$ cat src/rtl/strip_pkg.sv
// Package strip_pkg: shared types for the strip-mining sequencer.
package strip_pkg;
    // Sequencer state: idle, or offering strips of a run.
    typedef enum logic {
        SEQ_IDLE  = 1'b0,
        SEQ_ISSUE = 1'b1
    } seq_state_t;
endpackage

$ cat src/rtl/strip_plan.sv
// strip_plan: splits a total element count into the remainder length
// (the first strip) and the number of full-length strips after it.
// Assumes MAX_VLEN is a power of two, so both values come from bit slices.
// Purely combinational.
module strip_plan #(
    parameter int MAX_VLEN = 64,
    parameter int CNT_W    = 16,
    parameter int LOG_W    = $clog2(MAX_VLEN),
    parameter int LEN_W    = LOG_W + 1,
    parameter int QUO_W    = CNT_W - LOG_W
) (
    input  logic [CNT_W-1:0] total_i,
    output logic [LEN_W-1:0] first_len_o,
    output logic [QUO_W-1:0] full_cnt_o
);
    generate
        if (LOG_W == 0) begin : g_unit
            // Maximum length of one: there is never a remainder.
            always_comb begin
                first_len_o = '0;
                full_cnt_o  = total_i;
            end
        end else begin : g_slice
            // Low bits give the remainder, high bits give the quotient.
            always_comb begin
                first_len_o = LEN_W'(total_i[LOG_W-1:0]);
                full_cnt_o  = total_i[CNT_W-1:LOG_W];
            end
        end
    endgenerate
endmodule

$ cat src/rtl/strip_walk.sv
// strip_walk: holds the descriptor of the strip currently offered and
// steps through the run. A load starts a run with the remainder strip at
// index 0. Each take either ends the run (no full strips left) or moves
// to the next full-length strip. A load is honoured only when the caller
// raises load_i, which the top does only while idle.
module strip_walk
    import strip_pkg::*;
#(
    parameter int MAX_VLEN = 64,
    parameter int CNT_W    = 16,
    parameter int LOG_W    = $clog2(MAX_VLEN),
    parameter int LEN_W    = LOG_W + 1,
    parameter int QUO_W    = CNT_W - LOG_W
) (
    input  logic             clk,
    input  logic             rst_n,
    input  logic             load_i,
    input  logic [LEN_W-1:0] first_len_i,
    input  logic [QUO_W-1:0] full_cnt_i,
    input  logic             take_i,
    output logic             active_o,
    output logic [LEN_W-1:0] len_o,
    output logic [CNT_W-1:0] base_o,
    output logic             final_o
);
    localparam logic [LEN_W-1:0] FULL_LEN = LEN_W'(MAX_VLEN);

    seq_state_t       state_q;
    logic [LEN_W-1:0] len_q;
    logic [CNT_W-1:0] base_q;
    logic [QUO_W-1:0] left_q;

    // Advance the run state on load or on an accepted strip.
    always_ff @(posedge clk) begin
        if (!rst_n) begin
            state_q <= SEQ_IDLE;
            len_q   <= '0;
            base_q  <= '0;
            left_q  <= '0;
        end else if (load_i) begin
            state_q <= SEQ_ISSUE;
            len_q   <= first_len_i;
            base_q  <= '0;
            left_q  <= full_cnt_i;
        end else if (take_i) begin
            if (left_q == '0) begin
                state_q <= SEQ_IDLE;
            end else begin
                base_q <= base_q + CNT_W'(len_q);
                len_q  <= FULL_LEN;
                left_q <= left_q - QUO_W'(1);
            end
        end
    end

    // Expose the current descriptor.
    always_comb begin
        active_o = (state_q == SEQ_ISSUE);
        len_o    = len_q;
        base_o   = base_q;
        final_o  = (left_q == '0);
    end

    // A run always opens at element index zero.
    assert_first_base_R2: assert property (@(posedge clk) disable iff (!rst_n)
        $rose(active_o) |-> (base_o == '0));

    // After a non-final strip is taken, the next one is full length.
    assert_full_len_R3: assert property (@(posedge clk) disable iff (!rst_n)
        (active_o && take_i && !final_o && !load_i) |=> (active_o && len_o == FULL_LEN));

    // The index moves forward by the length just consumed.
    assert_base_step_R5: assert property (@(posedge clk) disable iff (!rst_n)
        (active_o && take_i && !final_o && !load_i) |=>
            (base_o == $past(base_o) + CNT_W'($past(len_o))));
endmodule

$ cat src/rtl/strip_sequencer.sv
// strip_sequencer: top of the strip-mining vector length sequencer.
// Accepts a start pulse with an element count while idle, then offers
// strip descriptors (length, start index, last, empty) over a valid/ready
// handshake. The remainder strip comes first and full strips follow.
// Starts seen while busy are dropped. Assumes MAX_VLEN is a power of two.
module strip_sequencer #(
    parameter int MAX_VLEN = 64,
    parameter int CNT_W    = 16,
    parameter int LOG_W    = $clog2(MAX_VLEN),
    parameter int LEN_W    = LOG_W + 1
) (
    input  logic             clk,
    input  logic             rst_n,
    input  logic             start_i,
    input  logic [CNT_W-1:0] total_i,
    input  logic             strip_ready_i,
    output logic             strip_valid_o,
    output logic [LEN_W-1:0] strip_len_o,
    output logic [CNT_W-1:0] strip_base_o,
    output logic             strip_last_o,
    output logic             strip_empty_o
);
    localparam int QUO_W = CNT_W - LOG_W;

    logic [LEN_W-1:0] first_len;
    logic [QUO_W-1:0] full_cnt;
    logic             active;
    logic             final_strip;
    logic             load;
    logic             take;

    strip_plan #(
        .MAX_VLEN(MAX_VLEN), .CNT_W(CNT_W), .LOG_W(LOG_W),
        .LEN_W(LEN_W), .QUO_W(QUO_W)
    ) u_plan (
        .total_i    (total_i),
        .first_len_o(first_len),
        .full_cnt_o (full_cnt)
    );

    // Start is honoured only while idle; a handshake consumes a strip.
    always_comb begin
        load = start_i && !active;
        take = active && strip_ready_i;
    end

    strip_walk #(
        .MAX_VLEN(MAX_VLEN), .CNT_W(CNT_W), .LOG_W(LOG_W),
        .LEN_W(LEN_W), .QUO_W(QUO_W)
    ) u_walk (
        .clk        (clk),
        .rst_n      (rst_n),
        .load_i     (load),
        .first_len_i(first_len),
        .full_cnt_i (full_cnt),
        .take_i     (take),
        .active_o   (active),
        .len_o      (strip_len_o),
        .base_o     (strip_base_o),
        .final_o    (final_strip)
    );

    // Drive the handshake flags from the walker state.
    always_comb begin
        strip_valid_o = active;
        strip_last_o  = active && final_strip;
        strip_empty_o = active && (strip_len_o == '0);
    end

    // Reset leaves nothing offered.
    assert_reset_idle_R1: assert property (@(posedge clk)
        !rst_n |=> !strip_valid_o);

    // A waiting strip keeps its descriptor.
    assert_hold_R7: assert property (@(posedge clk) disable iff (!rst_n)
        (strip_valid_o && !strip_ready_i) |=>
            (strip_valid_o && $stable(strip_len_o) && $stable(strip_base_o)
             && $stable(strip_last_o)));

    // After the last strip is taken the block is idle.
    assert_last_drop_R8: assert property (@(posedge clk) disable iff (!rst_n)
        (strip_valid_o && strip_ready_i && strip_last_o) |=> !strip_valid_o);

    // A start while busy and stalled changes nothing.
    assert_busy_start_R9: assert property (@(posedge clk) disable iff (!rst_n)
        (strip_valid_o && !strip_ready_i && start_i) |=>
            ($stable(strip_base_o) && $stable(strip_len_o)));

    // Only a zero-length strip is flagged empty, and never after the first.
    assert_empty_first_R6: assert property (@(posedge clk) disable iff (!rst_n)
        (strip_valid_o && strip_ready_i && !strip_last_o) |=> !strip_empty_o);
endmodule

$ cat config.mk
export PLATFORM = sky130hd
export DESIGN_NAME = strip_sequencer
export DESIGN_NICKNAME = d
export VERILOG_FILES = /design/src/rtl/strip_pkg.sv /design/src/rtl/strip_plan.sv /design/src/rtl/strip_walk.sv /design/src/rtl/strip_sequencer.sv
export SDC_FILE = /design/constraint.sdc
export NUM_CORES = 1
export LEC_CHECK = 0
export ABC_CLOCK_PERIOD_IN_PS = 2800
export CORE_ASPECT_RATIO = 1.1
export CORE_MARGIN = 2
export CORE_UTILIZATION = 49
export DETAILED_ROUTE_END_ITERATION = 8
export MAX_ROUTING_LAYER = met4
export PLACE_DENSITY = 0.8
export SETUP_SLACK_MARGIN = 0.2
export SYNTH_ARGS = -nofsm -noshare
export SYNTH_HDL_FRONTEND = slang
export SYNTH_SLANG_ARGS = --single-unit
$ cat constraint.sdc
create_clock -name clk -period 2.8 [get_ports clk]
set_input_delay 0.56 -clock clk [delete_from_list [all_inputs] [get_ports clk]]
set_output_delay 0.56 -clock clk [all_outputs]
set_load 0.05 [all_outputs]
# == Word-level counts from Yosys, hierarchy flattened ==
# Index checks and enable logic that the tools add are counted.
# op_classes
add_sub_neg,2
reduce_logical,13
n_eq_ne,1
n_bitwise,2
mux,9
# op_table
op,n
10-bit two-way mux,3
6-bit two-way mux,3
16-bit by 7-bit adder with 16-bit output,1
10-bit zero test,1
"10-bit by 1-bit subtractor with 10-bit output, second input constant",1
7-bit zero test,1
2-bit AND reduction,3
1-bit logical AND,4
2-bit nonzero test,2
1-bit two-way mux,3
"2-bit by 1-bit != test with 1-bit output, second input constant",1
1-bit inverter,2
2-bit OR reduction,1
1-bit zero test,1
# totals
register_bits,34
in_bits,20
word_cells,32
out_inout_bits,26

# == Longest topological paths before layout ==
# Gate-level depths: netlist of run 1.
# depth
depth_word,4
depth_mapped,8
ltp_nobuf,7

# == Modules after synthesis ==
# Synthesis of run 1 repeated with hierarchy kept, for this count alone.
# hier_totals
hier_cells,242
hier_area_um2,2004.4
# modules_own_cells
mod,area_per_inst_um2,cells_each,instances,seq_area_each_um2
strip_walk,1834.3,218,1,680.7
strip_plan,131.4,18,1,0.0
strip_sequencer,38.8,6,1,0.0

# == Least setup slack after synthesis of run 1 ==
# Ideal clock, no wire load.
# synth_timing
kind,flip-flop to output port
start,register u_walk.left_q[0]
end,output strip_last_o
stages_incl_launch_ff,6
path_buffers,0
t_required_ns,2.240
setup_slack_ns,0.369
arrival_time_ns,1.871
path_cell_list,dfxtp_1 inv_1 ha_1 or3b_2 nor3_1 and2_1
# synth_between
elab_chain_cells,2
# synth_rtl
element,line,rtl
"start, declared",strip_walk.sv:31,logic [QUO_W-1:0] left_q;
"start signal, assigned",strip_walk.sv:44,left_q <= full_cnt_i;
"start signal, assigned",strip_walk.sv:51,left_q <= left_q - QUO_W'(1);
10-bit zero test,strip_walk.sv:61,final_o = (left_q == '0);
1-bit logical AND,strip_sequencer.sv:66,strip_last_o = active && final_strip;
"end, declared",strip_sequencer.sv:20,"output logic strip_last_o,"
# No other way between the ends.

# == Worst setup path after layout of run 1 ==
# layout_timing
start,register u_walk.len_q[1] (netlist: u_walk.len_o[1])
end,output strip_empty_o
# layout_between
elab_chain_cells,2
# layout_rtl
element,line,rtl
"start, declared",strip_walk.sv:29,logic [LEN_W-1:0] len_q;
"start signal, assigned",strip_walk.sv:42,len_q <= first_len_i;
7-bit zero test,strip_sequencer.sv:67,strip_empty_o = active && (strip_len_o == '0);
1-bit logical AND,strip_sequencer.sv:67,
"end, declared",strip_sequencer.sv:21,output logic strip_empty_o
# No other way between the ends.

==> flow_metrics.env, run 1 <==
export IMPL_root_driver="clkbuf_8"
export IMPL_cp_buffers_inverters=1
export IMPL_status="completed"
export IMPL_wire_length_of_the_first_global_routing_pass_um=7130
export IMPL_number_of_buffers_created_by_cts=5
export IMPL_grt_max_degree=22
export IMPL_initial_antenna_violation_count=0
export IMPL_final_setup_skew_ps=4.07
export IMPL_grt_overflow=0
export IMPL_tightest_slew_ps=486
export IMPL_finalWeightedCongestion=0.915
export IMPL_yosys_top_cells_area="dfxtp_1 37%, a21oi_1 6.6%, ha_1 5.5%, nand2_1 5.3%, nor2_1 4.3%"
export IMPL_post_synth_most_frequent_cells="34 x dfxtp_1, 26 x nand2_1, 24 x a21oi_1"
export IMPL_synth_warning_count=0
export IMPL_routedWlPerCell_um=13.4
export IMPL_cts_tree="yes"
export IMPL_netlist_top_cell_by_area="dfxtp_1"
export IMPL_synth_most_common_cell="dfxtp_1"
export IMPL_hpwl_um=3210
export IMPL_static_leakage_power_nw=0.931
export IMPL_cts_post_setup_buffers_inserted=0
export IMPL_postSynthCellCount=222
export IMPL_synthDominantCellAreaShare=0.372
export IMPL_pwr_density_cell_mw_per_mm2=471
export IMPL_fp_rows=23
export IMPL_final_fill_count=315
export IMPL_synth_area_sq_mm=0.00183
export IMPL_critPathCaptureType="output port"
export IMPL_floorplan_die_area_sq_mm=0.00424
export IMPL_design_final_nets=299
export IMPL_ctsResizeCount=0
export IMPL_post_route_cell_area_sq_mm=0.00244
export IMPL_sequential_share_of_the_synthesized_area=0.372
export IMPL_synth_ff_type="dfxtp_1"
export IMPL_final_core_utilization=0.678
export IMPL_floorplan_io_pins=46
export IMPL_worst_setup_hold_path_clk_slew_ps=70
export IMPL_grt_util_all_layers=0.216
export IMPL_edff_count_synth=0
export IMPL_finalWirelength_um=4290
export IMPL_slew_violations=0
export IMPL_drv_max_cap_violation_count=0
export IMPL_post_place_cells=313
export IMPL_die_height_um=68.1
export IMPL_finalWorstPathRequiredPeriod_ps=2460
export IMPL_power_ir_vdd_worst_mv=0.489
export IMPL_route_detailed_vias_per_inst=5.49
export IMPL_synth_fp_nets=251
export IMPL_syn_to_final_growth_pct=33.3
export IMPL_firstDrtPassIters=4
export IMPL_placed_cell_area_sq_mm=0.00234
export IMPL_required_worst_endpoint_ps=2240
export IMPL_clock_sinks=34
export IMPL_timing_setup_critical_path_class="register to output port"
export IMPL_post_route_cells_drive_above_1_share=0.0738
export IMPL_synth_ff_latch_count=34
export IMPL_drt_iter0_markers=65
export IMPL_timing_setup_tns_ps=0
export IMPL_layoutNonFillerInstCount=321
export IMPL_worstSkewPairLatency_ps=280
export IMPL_antenna_diode_count=0
export IMPL_critical_path_slowest_cell="clkdlybuf4s50_1"
export IMPL_vias=1762
export IMPL_timing_critical_path_slowest_cell_delay_ps=800
export IMPL_postLayoutSetupSlackWorst_ps=338
export IMPL_ys_async_sr_fraction=0
export IMPL_timing_critical_path_max_delay_family="buffers and inverters"
export IMPL_initial_core_utilization=0.508
export IMPL_grt_setup_unrepaired="false"
export IMPL_setup_viol=0
export IMPL_ant_nets=0
export IMPL_via_count_of_the_first_global_routing_pass=1614
export IMPL_dp_slack_ps=428
export IMPL_maxClockFrequency_mhz=406
export IMPL_placement_io_buffers=45
export IMPL_critical_path_max_fanout=5
export IMPL_cts_hold_buffers_added=0
export IMPL_worstPathCellList="nor4_1 -> and4b_1 -> clkdlybuf4s50_1"
export IMPL_core_sq_mm=0.00360
export IMPL_slew_headroom=0.667
export IMPL_cts_htree_levels=2
export IMPL_chipWidth_um=62.2
export IMPL_final_number_of_hold_violating_endpoints=0
export IMPL_cts_max_path_buffers=2
export IMPL_post_synthesis_mean_instance_area_sq_um=8.23
export IMPL_finalCritPeriodShare=0.879
export IMPL_drc=0
export IMPL_setup_worst_path_start_class="register"
export IMPL_worst_ep_arrival_time_ps=1900
export IMPL_min_path_type="register to register"
export IMPL_synth_lib_cells_used_distinct=47
[worst reg2reg max path: stages (launching register included)]
cell	delay, ps
dfxtp_1	340
inv_1	60
ha_1	210
or3b_2	530
o311a_1	350
buf_4	220
nand4_1	120
xor2_1	160
nor2_1	50
[logic make-up after synthesis]
logic type      Yosys count  share of synthesized area
simple gates             90                      0.242
compound gates           62                      0.217
flops                    34                      0.372
buf+inv                  14                     0.0383
xor+xnor                 10                     0.0479
fa+ha+maj                 9                     0.0657
mux                       3                     0.0164
[sequential cells by signal (all words and copies together), names as in the netlist]
name             flops
u_walk.active_o      1
u_walk.len_o         7
u_walk.left_q       10
u_walk.base_o       16
[per-stage QoR]
stage / total power [W] / hold slack, ps
floorplan: 0.000703 / 468
CTS: 0.00115 / 489
global route: 0.00120 / 503
finish: 0.00115 / 482
detailed placement: 0.000787 / 479
global placement: 0.000785 / 465
[cells in the final DEF, fill, tap and decap left out, types with 4 or more instances in the layout]
cell	netlist	routed
nor4_1	6	6
xnor2_1	4	4
nand3_1	9	9
nor2_1	21	21
ha_1	8	8
o21ai_0	10	10
a21oi_1	24	24
buf_4	0	6
dfxtp_1	34	34
xor2_1	6	6
a211oi_1	5	5
clkdlybuf4s50_1	0	44
clkbuf_8	0	6
or3_1	5	5
nand4_1	5	5
nor3_1	5	4
nand2_1	26	26
[path summary, 6_finish.rpt]
check	from	endpoint	slack [ps]	cells past startpoint
worst max-delay path	u_walk.len_o[1]	strip_empty_o	340	3
worst min-delay path	u_walk.base_o[0]	u_walk.base_o[0]	480	2
worst max register to register	u_walk.left_q[0]	u_walk.base_o[8]	660	8
worst min register to register	u_walk.base_o[0]	u_walk.base_o[0]	480	2
[layer usage]
metal,routed length [um],GRT usage,part of all wire,vias to the layer above
met5,0,-,0,-
met4,11,0.0639,0.0026,0
met3,183,0.0428,0.043,2
met2,2100,0.374,0.49,46
met1,2000,0.260,0.47,803
li1,-,-,-,911
[area by class of cell]
| class | count | area, sq um | area share |
|---|---|---|---|
| tap | 50 | 62.6 | 0.0257 |
| clock inverter | 1 | 5.00 | 0.00205 |
| timing repair buffer | 51 | 505 | 0.207 |
| sequential | 34 | 681 | 0.279 |
| clock buffer | 7 | 86.3 | 0.0354 |
| multi-input combinational | 174 | 1080 | 0.444 |
| inverter | 4 | 15.0 | 0.00616 |
[power breakdown]
group | total, W | switching (W) | internal (W)
clock network | 0.000369 | 0.000170 | 0.000198
registers | 0.000533 | 0.0000268 | 0.000506
logic | 0.000245 | 0.000141 | 0.000104
Note: power is estimated with default switching activity, not from simulation.
==> run 2: changes to the inputs <==
Settings changed: CORE_UTILIZATION 49 to 31, PLACE_DENSITY 0.8 to default.
==> flow_metrics.env, run 2 (synthesis results as in run 1) <==
export IMPL_design_final_nets=300
export IMPL_syn_to_final_growth_pct=35.0
export IMPL_timing_critical_path_slowest_cell_delay_ps=530
export IMPL_hpwl_um=3450
export IMPL_finalWeightedCongestion=0.811
export IMPL_fp_rows=29
export IMPL_power_ir_vdd_worst_mv=0.161
export IMPL_cts_max_path_buffers=2
export IMPL_min_path_type="register to register"
export IMPL_grt_util_all_layers=0.157
export IMPL_grt_max_degree=22
export IMPL_firstDrtPassIters=4
export IMPL_drt_iter0_markers=69
export IMPL_cts_post_setup_buffers_inserted=0
export IMPL_worstPathCellList="inv_1 -> ha_1 -> or3b_2 -> nor3_2 -> and2_1 -> buf_12"
export IMPL_finalWorstPathRequiredPeriod_ps=2510
export IMPL_required_worst_endpoint_ps=2240
export IMPL_tightest_slew_ps=506
export IMPL_critPathCaptureType="output port"
export IMPL_routedWlPerCell_um=13.4
export IMPL_floorplan_die_area_sq_mm=0.00653
export IMPL_final_number_of_hold_violating_endpoints=0
export IMPL_post_route_cells_drive_above_1_share=0.0775
export IMPL_worst_setup_hold_path_clk_slew_ps=70
export IMPL_timing_critical_path_max_delay_family="simple AND/OR/NAND/NOR gates"
export IMPL_totalPowerFinal_w=0.00112
export IMPL_floorplan_io_pins=46
export IMPL_worstSkewPairLatency_ps=280
export IMPL_hold_ws_ps=480
export IMPL_largest_reg_flops=16
export IMPL_status="completed"
export IMPL_ff2ff_setup_slack_ps=600
export IMPL_final_setup_skew_ps=3.84
export IMPL_initial_core_utilization=0.319
export IMPL_critical_path_slowest_cell="or3b_2"
export IMPL_timing_setup_tns_ps=0
export IMPL_number_of_buffers_created_by_cts=5
export IMPL_placement_io_buffers=45
export IMPL_slew_violations=0
export IMPL_cts_htree_levels=2
export IMPL_setup_viol=0
export IMPL_timing_setup_critical_path_class="register to output port"
export IMPL_root_driver="clkbuf_8"
export IMPL_setup_worst_path_start_class="register"
export IMPL_layoutNonFillerInstCount=348
export IMPL_critical_path_max_fanout=5
export IMPL_die_height_um=84.5
export IMPL_final_fill_count=625
export IMPL_drv_max_cap_violation_count=0
export IMPL_cp_buffers_inverters=2
export IMPL_route_detailed_vias_per_inst=5.06
export IMPL_vias=1760
export IMPL_antenna_diode_count=0
export IMPL_static_leakage_power_nw=0.947
export IMPL_drc=0
export IMPL_initial_antenna_violation_count=0
export IMPL_pwr_density_cell_mw_per_mm2=456
export IMPL_wire_length_of_the_first_global_routing_pass_um=8090
export IMPL_slew_headroom=0.654
export IMPL_finalWirelength_um=4660
export IMPL_grt_setup_unrepaired="true"
export IMPL_clock_sinks=34
export IMPL_maxClockFrequency_mhz=398
export IMPL_via_count_of_the_first_global_routing_pass=1744
export IMPL_layout_commonest_cell="clkdlybuf4s50_1"
export IMPL_ant_nets=0
export IMPL_grt_overflow=0
export IMPL_chipWidth_um=77.2
export IMPL_core_sq_mm=0.00573
export IMPL_post_place_cells=341
export IMPL_worst_ep_arrival_time_ps=1950
export IMPL_layout_common_cells="43 x clkdlybuf4s50_1, 34 x dfxtp_1, 26 x nand2_1"
export IMPL_cts_tree="yes"
export IMPL_finalCritPeriodShare=0.898
run 2: power breakdown:
| group | internal, W | leakage (nW) | switching [W] |
|---|---|---|---|
| clock | 0.000167 | 0.0438 | 0.000175 |
| combinational | 0.000105 | 0.626 | 0.000144 |
| sequential | 0.000506 | 0.277 | 0.0000276 |
run 2: worst paths after layout:
kind | end | from | cells after the start
setup / recovery | strip_last_o | u_walk.left_q[0] | 6
hold / removal | u_walk.base_o[0] | u_walk.base_o[0] | 2
setup reg to reg | u_walk.base_o[8] | u_walk.left_q[0] | 8
hold reg to reg | u_walk.base_o[0] | u_walk.base_o[0] | 2
run 2: per-stage QoR:
stage	worst slack [ps]	util	area, sq um
final	287	0.431	2470
after global routing	200	0.431	2470
after CTS	236	0.429	2460
after detailed placement	451	0.416	2380
after global placement	467	0.416	2380
after floorplan	369	-	1830
run 2: per-layer routing:
| layer | up-vias | share of wire | GRT usage |
|---|---|---|---|
| li1 | 910 | - | - |
| met1 | 807 | 0.49 | 0.198 |
| met2 | 35 | 0.46 | 0.253 |
| met3 | 8 | 0.032 | 0.0301 |
| met4 | 0 | 0.016 | 0.0487 |
| met5 | - | 0 | - |
run 2: final cells by class:
| type | instances | area (sq um) | share of cell area |
|---|---|---|---|
| clock inverter | 2 | 10.0 | 0.00405 |
| clock buffer | 5 | 68.8 | 0.0279 |
| sequential | 34 | 681 | 0.276 |
| timing repair buffer | 52 | 515 | 0.209 |
| inverter | 4 | 15.0 | 0.00608 |
| multi-input combinational | 174 | 1080 | 0.438 |
| tap | 77 | 96.3 | 0.0390 |
run 2: worst min-delay path, delay by kind of cell, from the launching register on:
family | cells | cell delay, ps
simple gates | 1 | 60
compound gates | 1 | 50
flops | 1 | 330
run 2: timing repair:
| item | CTS | global route |
|---|---|---|
| resized for setup | 0 | 2 |
| setup endpoints to repair | 0 | 2 |
| hold buffers | 0 | 0 |
